## src/rtl/dmach_pkg.sv

```systemverilog
package dmach_pkg;
  localparam int BIT_EN  = 0;
  localparam int BIT_MST = 1;
  localparam int BIT_EIE = 2;
  localparam int BIT_BIE = 3;
  localparam int CTRL_W  = 4;

  // Next transfer-enable value: the final count wins, a write of 0 clears,
  // and a write of 1 sets only when armed.
  function automatic logic en_next(input logic en, input logic arm,
                                   input logic wr, input logic wbit,
                                   input logic done);
    if (done)    return 1'b0;
    else if (wr) return wbit ? (en | arm) : 1'b0;
    else         return en;
  endfunction

  // Next value of a held interrupt level.
  function automatic logic irq_next(input logic cur, input logic set_ev,
                                    input logic ie, input logic cancel_ev);
    if (set_ev && ie)          return 1'b1;
    else if (!ie || cancel_ev) return 1'b0;
    else                       return cur;
  endfunction
endpackage

```

## src/rtl/dmach_counter.sv

```systemverilog
module dmach_counter #(
  parameter int W = 16
) (
  input  logic         clk,
  input  logic         rst_n,
  input  logic         load,
  input  logic [W-1:0] load_val,
  input  logic         step,
  output logic [W-1:0] count,
  output logic         done
);
  localparam logic [W-1:0] ONE = W'(1);

  function automatic logic [W-1:0] cnt_next(input logic [W-1:0] c,
                                            input logic ld,
                                            input logic [W-1:0] v,
                                            input logic st);
    if (ld)                    return v;
    else if (st && c != '0)    return c - ONE;
    else                       return c;
  endfunction

  logic [W-1:0] cnt_q;

  assign done  = step && (cnt_q == ONE);
  assign count = cnt_q;

  always_ff @(posedge clk) begin
    if (!rst_n) cnt_q <= '0;
    else        cnt_q <= cnt_next(cnt_q, load, load_val, step);
  end

  a_r7_done_reaches_zero: assert property (@(posedge clk) disable iff (!rst_n)
    (done && !load) |=> (count == '0));
endmodule

```

## src/rtl/dmach_channel.sv

```systemverilog
module dmach_channel
  import dmach_pkg::*;
#(
  parameter int CNT_W = 16
) (
  input  logic              clk,
  input  logic              rst_n,
  input  logic              ctrl_wr,
  input  logic              ctrl_rd,
  input  logic              cnt_wr,
  input  logic [CNT_W-1:0]  wdata,
  input  logic              act_req,
  input  logic              act_is_irq,
  input  logic              xfer_done,
  output logic              xfer_start,
  output logic              end_irq,
  output logic              brk_irq,
  output logic              cpu_irq,
  output logic [CTRL_W-1:0] ctrl_word,
  output logic [CNT_W-1:0]  count
);
  logic en_q, mst_q, eie_q, bie_q, arm_q, end_q, brk_q;
  logic en_nx, mst_nx, eie_nx, bie_nx, arm_nx;
  logic en_rise, en_fall, mst_rise, mst_fall;
  logic count_done;

  dmach_counter #(.W(CNT_W)) u_cnt (
    .clk(clk), .rst_n(rst_n), .load(cnt_wr), .load_val(wdata),
    .step(xfer_done), .count(count), .done(count_done)
  );

  always_comb begin
    en_nx  = en_next(en_q, arm_q, ctrl_wr, wdata[BIT_EN], count_done);
    mst_nx = ctrl_wr ? wdata[BIT_MST] : mst_q;
    eie_nx = ctrl_wr ? wdata[BIT_EIE] : eie_q;
    bie_nx = ctrl_wr ? wdata[BIT_BIE] : bie_q;
    if (ctrl_wr)               arm_nx = 1'b0;
    else if (ctrl_rd && !en_q) arm_nx = 1'b1;
    else                       arm_nx = arm_q;
  end

  assign en_rise  = !en_q && en_nx;
  assign en_fall  = en_q && !en_nx;
  assign mst_rise = !mst_q && mst_nx;
  assign mst_fall = mst_q && !mst_nx;

  always_ff @(posedge clk) begin
    if (!rst_n) begin
      en_q <= 1'b0; mst_q <= 1'b0; eie_q <= 1'b0; bie_q <= 1'b0;
      arm_q <= 1'b0; end_q <= 1'b0; brk_q <= 1'b0;
    end else begin
      en_q  <= en_nx;
      mst_q <= mst_nx;
      eie_q <= eie_nx;
      bie_q <= bie_nx;
      arm_q <= arm_nx;
      end_q <= irq_next(end_q, en_fall, eie_nx, en_rise);
      brk_q <= irq_next(brk_q, mst_fall, bie_nx, mst_rise);
    end
  end

  assign xfer_start = act_req && en_q && en_nx && mst_q;
  assign cpu_irq    = act_req && act_is_irq && !en_q;
  assign end_irq    = end_q;
  assign brk_irq    = brk_q;

  always_comb begin
    ctrl_word          = '0;
    ctrl_word[BIT_EN]  = en_q;
    ctrl_word[BIT_MST] = mst_q;
    ctrl_word[BIT_EIE] = eie_q;
    ctrl_word[BIT_BIE] = bie_q;
  end

  a_r2_rise_needs_arm: assert property (@(posedge clk) disable iff (!rst_n)
    en_rise |-> arm_q);
  a_r3_arm_consumed: assert property (@(posedge clk) disable iff (!rst_n)
    ctrl_wr |=> !arm_q);
  a_r5_pass_excludes_start: assert property (@(posedge clk) disable iff (!rst_n)
    cpu_irq |-> !xfer_start);
  a_r8_end_on_fall: assert property (@(posedge clk) disable iff (!rst_n)
    (en_fall && eie_nx) |=> end_irq);
  a_r9_brk_on_clear: assert property (@(posedge clk) disable iff (!rst_n)
    (mst_fall && bie_nx) |=> brk_irq);
  a_r10_no_start_on_clear: assert property (@(posedge clk) disable iff (!rst_n)
    en_fall |-> !xfer_start);
endmodule

```

## src/rtl/dma_chan_ctrl.sv

```systemverilog
module dma_chan_ctrl
  import dmach_pkg::*;
#(
  parameter int NUM_CH = 2,
  parameter int CNT_W  = 16,
  localparam int CH_W   = (NUM_CH > 1) ? $clog2(NUM_CH) : 1,
  localparam int ADDR_W = CH_W + 1
) (
  input  logic              clk,
  input  logic              rst_n,
  input  logic              reg_wr,
  input  logic              reg_rd,
  input  logic [ADDR_W-1:0] reg_addr,
  input  logic [CNT_W-1:0]  reg_wdata,
  output logic [CNT_W-1:0]  reg_rdata,
  input  logic [NUM_CH-1:0] act_req,
  input  logic [NUM_CH-1:0] act_is_irq,
  input  logic [NUM_CH-1:0] xfer_done,
  output logic [NUM_CH-1:0] xfer_start,
  output logic [NUM_CH-1:0] end_irq,
  output logic [NUM_CH-1:0] brk_irq,
  output logic [NUM_CH-1:0] cpu_irq
);
  logic [CH_W-1:0]   sel_ch;
  logic              sel_cnt;
  logic [CTRL_W-1:0] ctrl_w [NUM_CH];
  logic [CNT_W-1:0]  cnt_w  [NUM_CH];

  assign sel_ch  = reg_addr[ADDR_W-1:1];
  assign sel_cnt = reg_addr[0];

  for (genvar i = 0; i < NUM_CH; i++) begin : g_ch
    logic hit;
    assign hit = (sel_ch == CH_W'(i));
    dmach_channel #(.CNT_W(CNT_W)) u_ch (
      .clk(clk), .rst_n(rst_n),
      .ctrl_wr(reg_wr && hit && !sel_cnt),
      .ctrl_rd(reg_rd && hit && !sel_cnt),
      .cnt_wr(reg_wr && hit && sel_cnt),
      .wdata(reg_wdata),
      .act_req(act_req[i]), .act_is_irq(act_is_irq[i]), .xfer_done(xfer_done[i]),
      .xfer_start(xfer_start[i]), .end_irq(end_irq[i]), .brk_irq(brk_irq[i]),
      .cpu_irq(cpu_irq[i]), .ctrl_word(ctrl_w[i]), .count(cnt_w[i])
    );
  end

  always_comb begin
    reg_rdata = '0;
    for (int i = 0; i < NUM_CH; i++) begin
      if (sel_ch == CH_W'(i))
        reg_rdata = sel_cnt ? cnt_w[i] : CNT_W'(ctrl_w[i]);
    end
  end

  a_r11_start_needs_request: assert property (@(posedge clk) disable iff (!rst_n)
    (xfer_start & ~act_req) == '0);
endmodule

```

## config.mk

```make
export PLATFORM = sky130hd
export DESIGN_NAME = dma_chan_ctrl
export DESIGN_NICKNAME = d
export VERILOG_FILES = /design/src/rtl/dmach_pkg.sv /design/src/rtl/dmach_counter.sv /design/src/rtl/dmach_channel.sv /design/src/rtl/dma_chan_ctrl.sv
export SDC_FILE = /design/constraint.sdc
export NUM_CORES = 1
export LEC_CHECK = 0
export CAP_MARGIN = 15
export CORE_MARGIN = 2
export CORE_UTILIZATION = 50
export DETAILED_ROUTE_END_ITERATION = 10
export PLACE_DENSITY_LB_ADDON = 0.08
export SLEW_MARGIN = 25
export SYNTH_ARGS = -nofsm -noshare
export SYNTH_HDL_FRONTEND = slang
export SYNTH_SLANG_ARGS = --single-unit
export TNS_END_PERCENT = 20
```

## constraint.sdc

```tcl
create_clock -name clk -period 3.4 [get_ports clk]
set_input_delay 0.51 -clock clk [delete_from_list [all_inputs] [get_ports clk]]
set_output_delay 0.51 -clock clk [all_outputs]
set_load 0.05 [all_outputs]
```

==> flow_summary.json, run 1 <==
{
  "drtIter0Drc": 235,
  "rrSetupSlack_ns": 0.95,
  "place_inst": 482,
  "crit_fanout": 8,
  "coreArea_um2": 5850,
  "clock_path_buffers": 2,
  "grt_usage": 0.272,
  "htreeDepth": 2,
  "synth_fp_nets": 406,
  "grt_pass1_vias": 2823,
  "drt-vias-per-instance": 6.47,
  "ys_seq_area_frac": 0.306,
  "hold_viol": 0,
  "grt_pass1_wl_mm": 13.8,
  "cp_data_required_time_ns": 2.89,
  "drc": 0,
  "areaGrowthSynthToFinish_pct": 26.2,
  "slowest_delay_ns": 0.68,
  "wl_per_cell_um": 18.2,
  "port_buffers": 51,
  "antenna_found_initial": 0,
  "syn_avg_cell_area_um2": 8.04,
  "final_cell_mix": "46 x dfxtp_1, 44 x o21ai_0, 33 x clkdlybuf4s50_1",
  "cts_tree": "done",
  "syn_area_um2": 3010,
  "rsz0062_at_grt": "no",
  "crit_buf_inv": 2,
  "worstMarginPinSlew_ns": 0.634,
  "postCtsSetupRepairBufs": 0,
  "num_rows": 28,
  "p_leak_nw": 1.38,
  "synth_flop_cell": "dfxtp_1",
  "syn-instance-count": 374,
  "cts_sinks": 46,
  "crit_slowest_cell": "or4_1",
  "place_hpwl_mm": 6.57,
  "cts_buffers": 5,
  "gr-total-overflow": 0,
  "synth-edff-count": 0,
  "fin_setup_tns_ns": 0,
  "endpoint": "xfer_start[0]",
  "maxCapViolations": 0,
  "hold_path.class": "register to register",
  "dr.pass1.iters": 5,
  "route.antenna.remaining_nets": 0,
  "n_antenna_cell": 0,
  "fin_crit_sh": 0.840,
  "power.density_nw_per_um2": 472,
  "drive_gt1_frac": 0.128,
  "clkTransAtPathRegs_ns": 0.09,
  "critPathLaunch": "g_ch[0].u_ch.u_cnt.count[8]$_SDFFE_PN0P_",
  "cp.depth": 6,
  "die_area_um2": 6650,
  "holdPathStages": 2,
  "finalClockSkew_ns": 0.00780,
  "io_pins": 52,
  "rr_worst_depth": 7,
  "end_kind": "output port",
  "ys_ff_latch": 46,
  "report.final.slew_viol_count": 0,
  "dr_total_vias": 3170,
  "ctsResizeCount": 0,
  "gp_congestion": 0.883,
  "fp.dieW_um": 81.5,
  "cp.arrival_ns": 2.35,
  "r2r-start": "g_ch[0].u_ch.u_cnt.count[1]$_SDFFE_PN0P_",
  "yosys_warnings": 0,
  "critPathKind": "register to output port",
  "synth_cell_types": 49,
  "clock.fmax_ghz": 0.350,
  "layout_commonest_cell": "dfxtp_1",
  "slew_headroom": 0.573,
  "cp_top_family": "simple AND/OR/NAND/NOR gates",
  "status": "completed",
  "wirelength_mm": 8.93,
  "async_flop_share": 0,
  "critPathLaunchType": "register",
  "finalCriticalPeriod_ns": 2.86,
  "setup_viol": 0,
  "cts_hold_buf": 0,
  "fp.dieH_um": 81.5,
  "insertion_delay_ns": 0.31,
  "final_cells": 490,
  "root_buffer": "clkbuf_8",
  "layout.nets": 446,
  "grt_start_max_net_pins": 28,
  "r2r-end": "g_ch[0].u_ch.u_cnt.count[0]$_SDFFE_PN0P_",
  "vdd.ir_drop.worst_mv": 0.271,
  "crit_chain": "or4_1 > nor4_2 > buf_4 > a311oi_1 > and4_1 > buf_12",
  "start_util": 0.514
}
## routing by layer
layer  wire length [um]  share of wire  vias to the layer above  track usage
met5                  0              0                        -            0
met4                262          0.029                        0        0.108
met3                671          0.075                       20       0.0429
met2               4150           0.46                      136        0.468
met1               3850           0.43                     1499        0.339
li1                   -              -                     1515            -
## cells in the mapped netlist (3+ instances only)
library cell | count | area (um^2)
nor3b_1 | 6 | 45.0
or3_1 | 12 | 75.1
dfxtp_1 | 46 | 921
nand4_1 | 6 | 37.5
nor2b_1 | 12 | 75.1
nor3_1 | 7 | 35.0
a21oi_1 | 10 | 50.1
clkbuf_1 | 18 | 67.6
mux2i_1 | 14 | 140
nor4_1 | 8 | 50.1
nand3b_1 | 3 | 22.5
nand2_1 | 19 | 71.3
and2_1 | 6 | 37.5
o21ai_0 | 44 | 220
o31ai_1 | 10 | 75.1
buf_4 | 8 | 60.1
nor2_1 | 25 | 93.8
o22ai_1 | 3 | 18.8
mux4_2 | 4 | 90.1
and4_1 | 4 | 35.0
ha_1 | 4 | 50.1
nand3_1 | 9 | 45.0
or4_1 | 18 | 135
a31oi_1 | 24 | 150
inv_1 | 11 | 41.3
nand4b_1 | 4 | 35.0
a311oi_1 | 6 | 52.6
buf_2 | 3 | 15.0
## per-stage QoR
step | util | worst slack, ns | total power, W | hold WS (ns) | instance area [um^2]
after floorplan | - | 0.655 | 0.00112 | 0.440 | 3010
after global placement | 0.630 | 0.626 | 0.00135 | 0.483 | 3680
after detailed placement | 0.630 | 0.607 | 0.00136 | 0.481 | 3680
after CTS | 0.648 | 0.538 | 0.00179 | 0.494 | 3790
after global routing | 0.648 | 0.364 | 0.00189 | 0.508 | 3790
final | 0.648 | 0.543 | 0.00179 | 0.486 | 3790
## state kept, by name (all words and copies together) (netlist names)
name / count
g_ch.u_ch.bie_q: 2
g_ch.u_ch.end_irq: 2
g_ch.u_ch.mst_q: 2
g_ch.u_ch.brk_irq: 2
g_ch.u_ch.u_cnt.count: 32
g_ch.u_ch.eie_q: 2
g_ch.u_ch.en_q: 2
g_ch.u_ch.arm_q: 2
## how the worst min path moves through the flow
stage                                            startpoint                                end  slack, ns
after global routing      g_ch[0].u_ch.end_irq$_SDFFE_PN0P_  g_ch[0].u_ch.end_irq$_SDFFE_PN0P_       0.51
after floorplan               g_ch[1].u_ch.bie_q$_SDFF_PN0_      g_ch[1].u_ch.bie_q$_SDFF_PN0_       0.44
final                     g_ch[1].u_ch.end_irq$_SDFFE_PN0P_  g_ch[1].u_ch.end_irq$_SDFFE_PN0P_       0.49
after detailed placement  g_ch[1].u_ch.end_irq$_SDFFE_PN0P_  g_ch[1].u_ch.end_irq$_SDFFE_PN0P_       0.48
after global placement    g_ch[1].u_ch.end_irq$_SDFFE_PN0P_  g_ch[1].u_ch.end_irq$_SDFFE_PN0P_       0.48
after CTS                 g_ch[1].u_ch.end_irq$_SDFFE_PN0P_  g_ch[1].u_ch.end_irq$_SDFFE_PN0P_       0.49
## worst register-to-register path, delay by kind of cell, from the launching register on
family,cells,cell delay [ns]
buffers and inverters,2,0.36
AND/OR/NAND/NOR,2,1.10
flip-flops,1,0.36
adder cells (fa/ha/maj),1,0.23
AO/OA/AOI/OAI,2,0.31
## area by class of cell
class                      instances  area (um^2)
fill                             503         2060
inverter                          11         41.3
multi-input combinational        287         1900
timing repair buffer              63          731
tap                               75         93.8
sequential                        46          921
clock buffer                       6         72.6
clock inverter                     2         37.5
## logic make-up after synthesis
family                     Yosys count  share of synthesized area
AOI/OAI and AO/OA                  107                      0.218
adders and majority gates            4                     0.0167
buffers and inverters               41                     0.0624
DFF                                 46                      0.306
muxes                               20                     0.0841
and+or+nand+nor                    156                      0.313
## where the power goes
group	switching, W	leakage [nW]	internal (W)	total (W)
sequential	0.0000971	0.377	0.000596	0.000693
clock	0.000205	0.0514	0.000220	0.000425
combinational	0.000378	0.950	0.000294	0.000672
Power figures use the tool's default switching activity.
==> inputs of run 2 (changes only) <==
Clock period 3.4 ns to 2.9 ns, I/O delays scaled along.
==> run 2 against run 1 <==
Net effect:
- clock power grew 40%
- worst setup slack lost 0.37 ns
- core utilization grew 1.5 points
- cell count grew 1.2%
- critical path depth shrank 1
- wire length shrank 0.69%
- register-to-register slack lost 0.31 ns
- sequential share of layout area shrank 0.54 points
- non-clock buffer count grew 6
- critical path type unchanged
- critical endpoint unchanged
==> flow_summary.json, run 2 (synthesis results as in run 1) <==
{
  "status": "completed",
  "final_cell_mix": "46 x dfxtp_1, 44 x o21ai_0, 33 x clkdlybuf4s50_1",
  "io_pins": 52,
  "grt_start_max_net_pins": 40,
  "layout.nets": 452,
  "drt-vias-per-instance": 6.34,
  "ctsResizeCount": 0,
  "layout_commonest_cell": "dfxtp_1",
  "cp.arrival_ns": 2.29,
  "port_buffers": 51,
  "hold_path.class": "register to register",
  "wl_per_cell_um": 17.9,
  "report.final.slew_viol_count": 0,
  "drtIter0Drc": 239,
  "power.density_nw_per_um2": 571,
  "grt_pass1_wl_mm": 14.0,
  "critPathKind": "register to output port",
  "gp_congestion": 0.896,
  "p_switching_w": 0.000791,
  "route.antenna.remaining_nets": 0,
  "dr_total_vias": 3144,
  "setup_viol": 0,
  "dr.pass1.iters": 5,
  "grt_usage": 0.275,
  "start_util": 0.514,
  "critPathLaunchType": "register",
  "die_area_um2": 6650,
  "n_antenna_cell": 0,
  "maxCapViolations": 0,
  "p_int_w": 0.00143,
  "cp_data_required_time_ns": 2.47,
  "root_buffer": "clkbuf_8",
  "num_rows": 28,
  "share_comb_of_total_power": 0.366,
  "fp.dieH_um": 81.5,
  "largest_reg_flops": 32,
  "clock_path_buffers": 2,
  "fp.dieW_um": 81.5,
  "clock_power_share": 0.268,
  "cts_buffers": 5,
  "antenna_found_initial": 0,
  "place_hpwl_mm": 6.40,
  "gr-total-overflow": 0,
  "finalClockSkew_ns": 0.00485,
  "p_seq_frac": 0.366,
  "finalCriticalPeriod_ns": 2.72,
  "place_area_um2": 3730,
  "rsz0062_at_grt": "no",
  "cts_sinks": 46,
  "clkTransAtPathRegs_ns": 0.09,
  "crit_fanout": 8,
  "htreeDepth": 2,
  "p_sw_frac": 0.357,
  "clock.fmax_ghz": 0.367,
  "vdd.ir_drop.worst_mv": 0.351,
  "drc": 0,
  "drive_gt1_frac": 0.143,
  "insertion_delay_ns": 0.30,
  "fin_setup_tns_ns": 0,
  "fin_crit_sh": 0.939,
  "end_kind": "output port",
  "p_leak_nw": 1.43,
  "hold_viol": 0,
  "postCtsSetupRepairBufs": 0,
  "coreArea_um2": 5850,
  "worstMarginPinSlew_ns": 0.515,
  "cts_hold_buf": 0,
  "cts_tree": "done",
  "slew_headroom": 0.654,
  "wirelength_mm": 8.87,
  "grt_pass1_vias": 2884,
  "areaGrowthSynthToFinish_pct": 29.1,
  "finalInstanceArea_um2": 3880
}
[run 2: worst max-delay path, cell delays in order, from the launching register on]
cell and delay (ns):
dfxtp_1 0.37, or4_1 0.70, nor4_4 0.33, a311oi_1 0.18, and4_1 0.26, buf_12 0.15
[run 2: metrics by stage]
stage | total power (W) | std cells | worst slack, ns | hold WS (ns) | util
floorplan | 0.00132 | 374 | 0.305 | 0.440 | -
global placement | 0.00160 | 488 | 0.286 | 0.477 | 0.637
detailed placement | 0.00161 | 488 | 0.220 | 0.475 | 0.637
CTS | 0.00220 | 496 | 0.108 | 0.488 | 0.662
global route | 0.00234 | 496 | 0.0143 | 0.500 | 0.663
finish | 0.00222 | 496 | 0.178 | 0.483 | 0.663
[run 2: layout make-up]
cell class,count,area (um^2)
Clock buffer,6,82.6
Fill cell,497,1970
Clock inverter,2,60.1
Timing Repair Buffer,69,776
Tap cell,75,93.8
Inverter,11,41.3
Sequential cell,46,921
Multi-Input combinational cell,287,1910
[run 2: worst paths after layout]
kind | slack [ns] | startpoint | cells after the start | to
setup / recovery | 0.18 | g_ch[0].u_ch.u_cnt.count[8]$_SDFFE_PN0P_ | 5 | xfer_start[0]
hold / removal | 0.48 | g_ch[1].u_ch.end_irq$_SDFFE_PN0P_ | 2 | g_ch[1].u_ch.end_irq$_SDFFE_PN0P_
setup reg to reg | 0.64 | g_ch[0].u_ch.u_cnt.count[1]$_SDFFE_PN0P_ | 7 | g_ch[0].u_ch.u_cnt.count[0]$_SDFFE_PN0P_
hold reg to reg | 0.48 | g_ch[1].u_ch.end_irq$_SDFFE_PN0P_ | 2 | g_ch[1].u_ch.end_irq$_SDFFE_PN0P_
[run 2: power by group through the flow]
stage | Clock (W) | Combinational (W) | Sequential (W)
global route | 0.000627 | 0.000890 | 0.000825
global placement | 0 | 0.000779 | 0.000822
detailed placement | 0 | 0.000786 | 0.000823
CTS | 0.000604 | 0.000793 | 0.000808
floorplan | 0 | 0.000539 | 0.000777
finish | 0.000595 | 0.000811 | 0.000811
[run 2: per-layer routing]
layer,vias up,GRT usage,share of wire
li1,1531,-,-
met1,1464,0.352,0.44
met2,129,0.464,0.47
met3,20,0.0484,0.067
met4,0,0.0983,0.023
met5,-,0,0
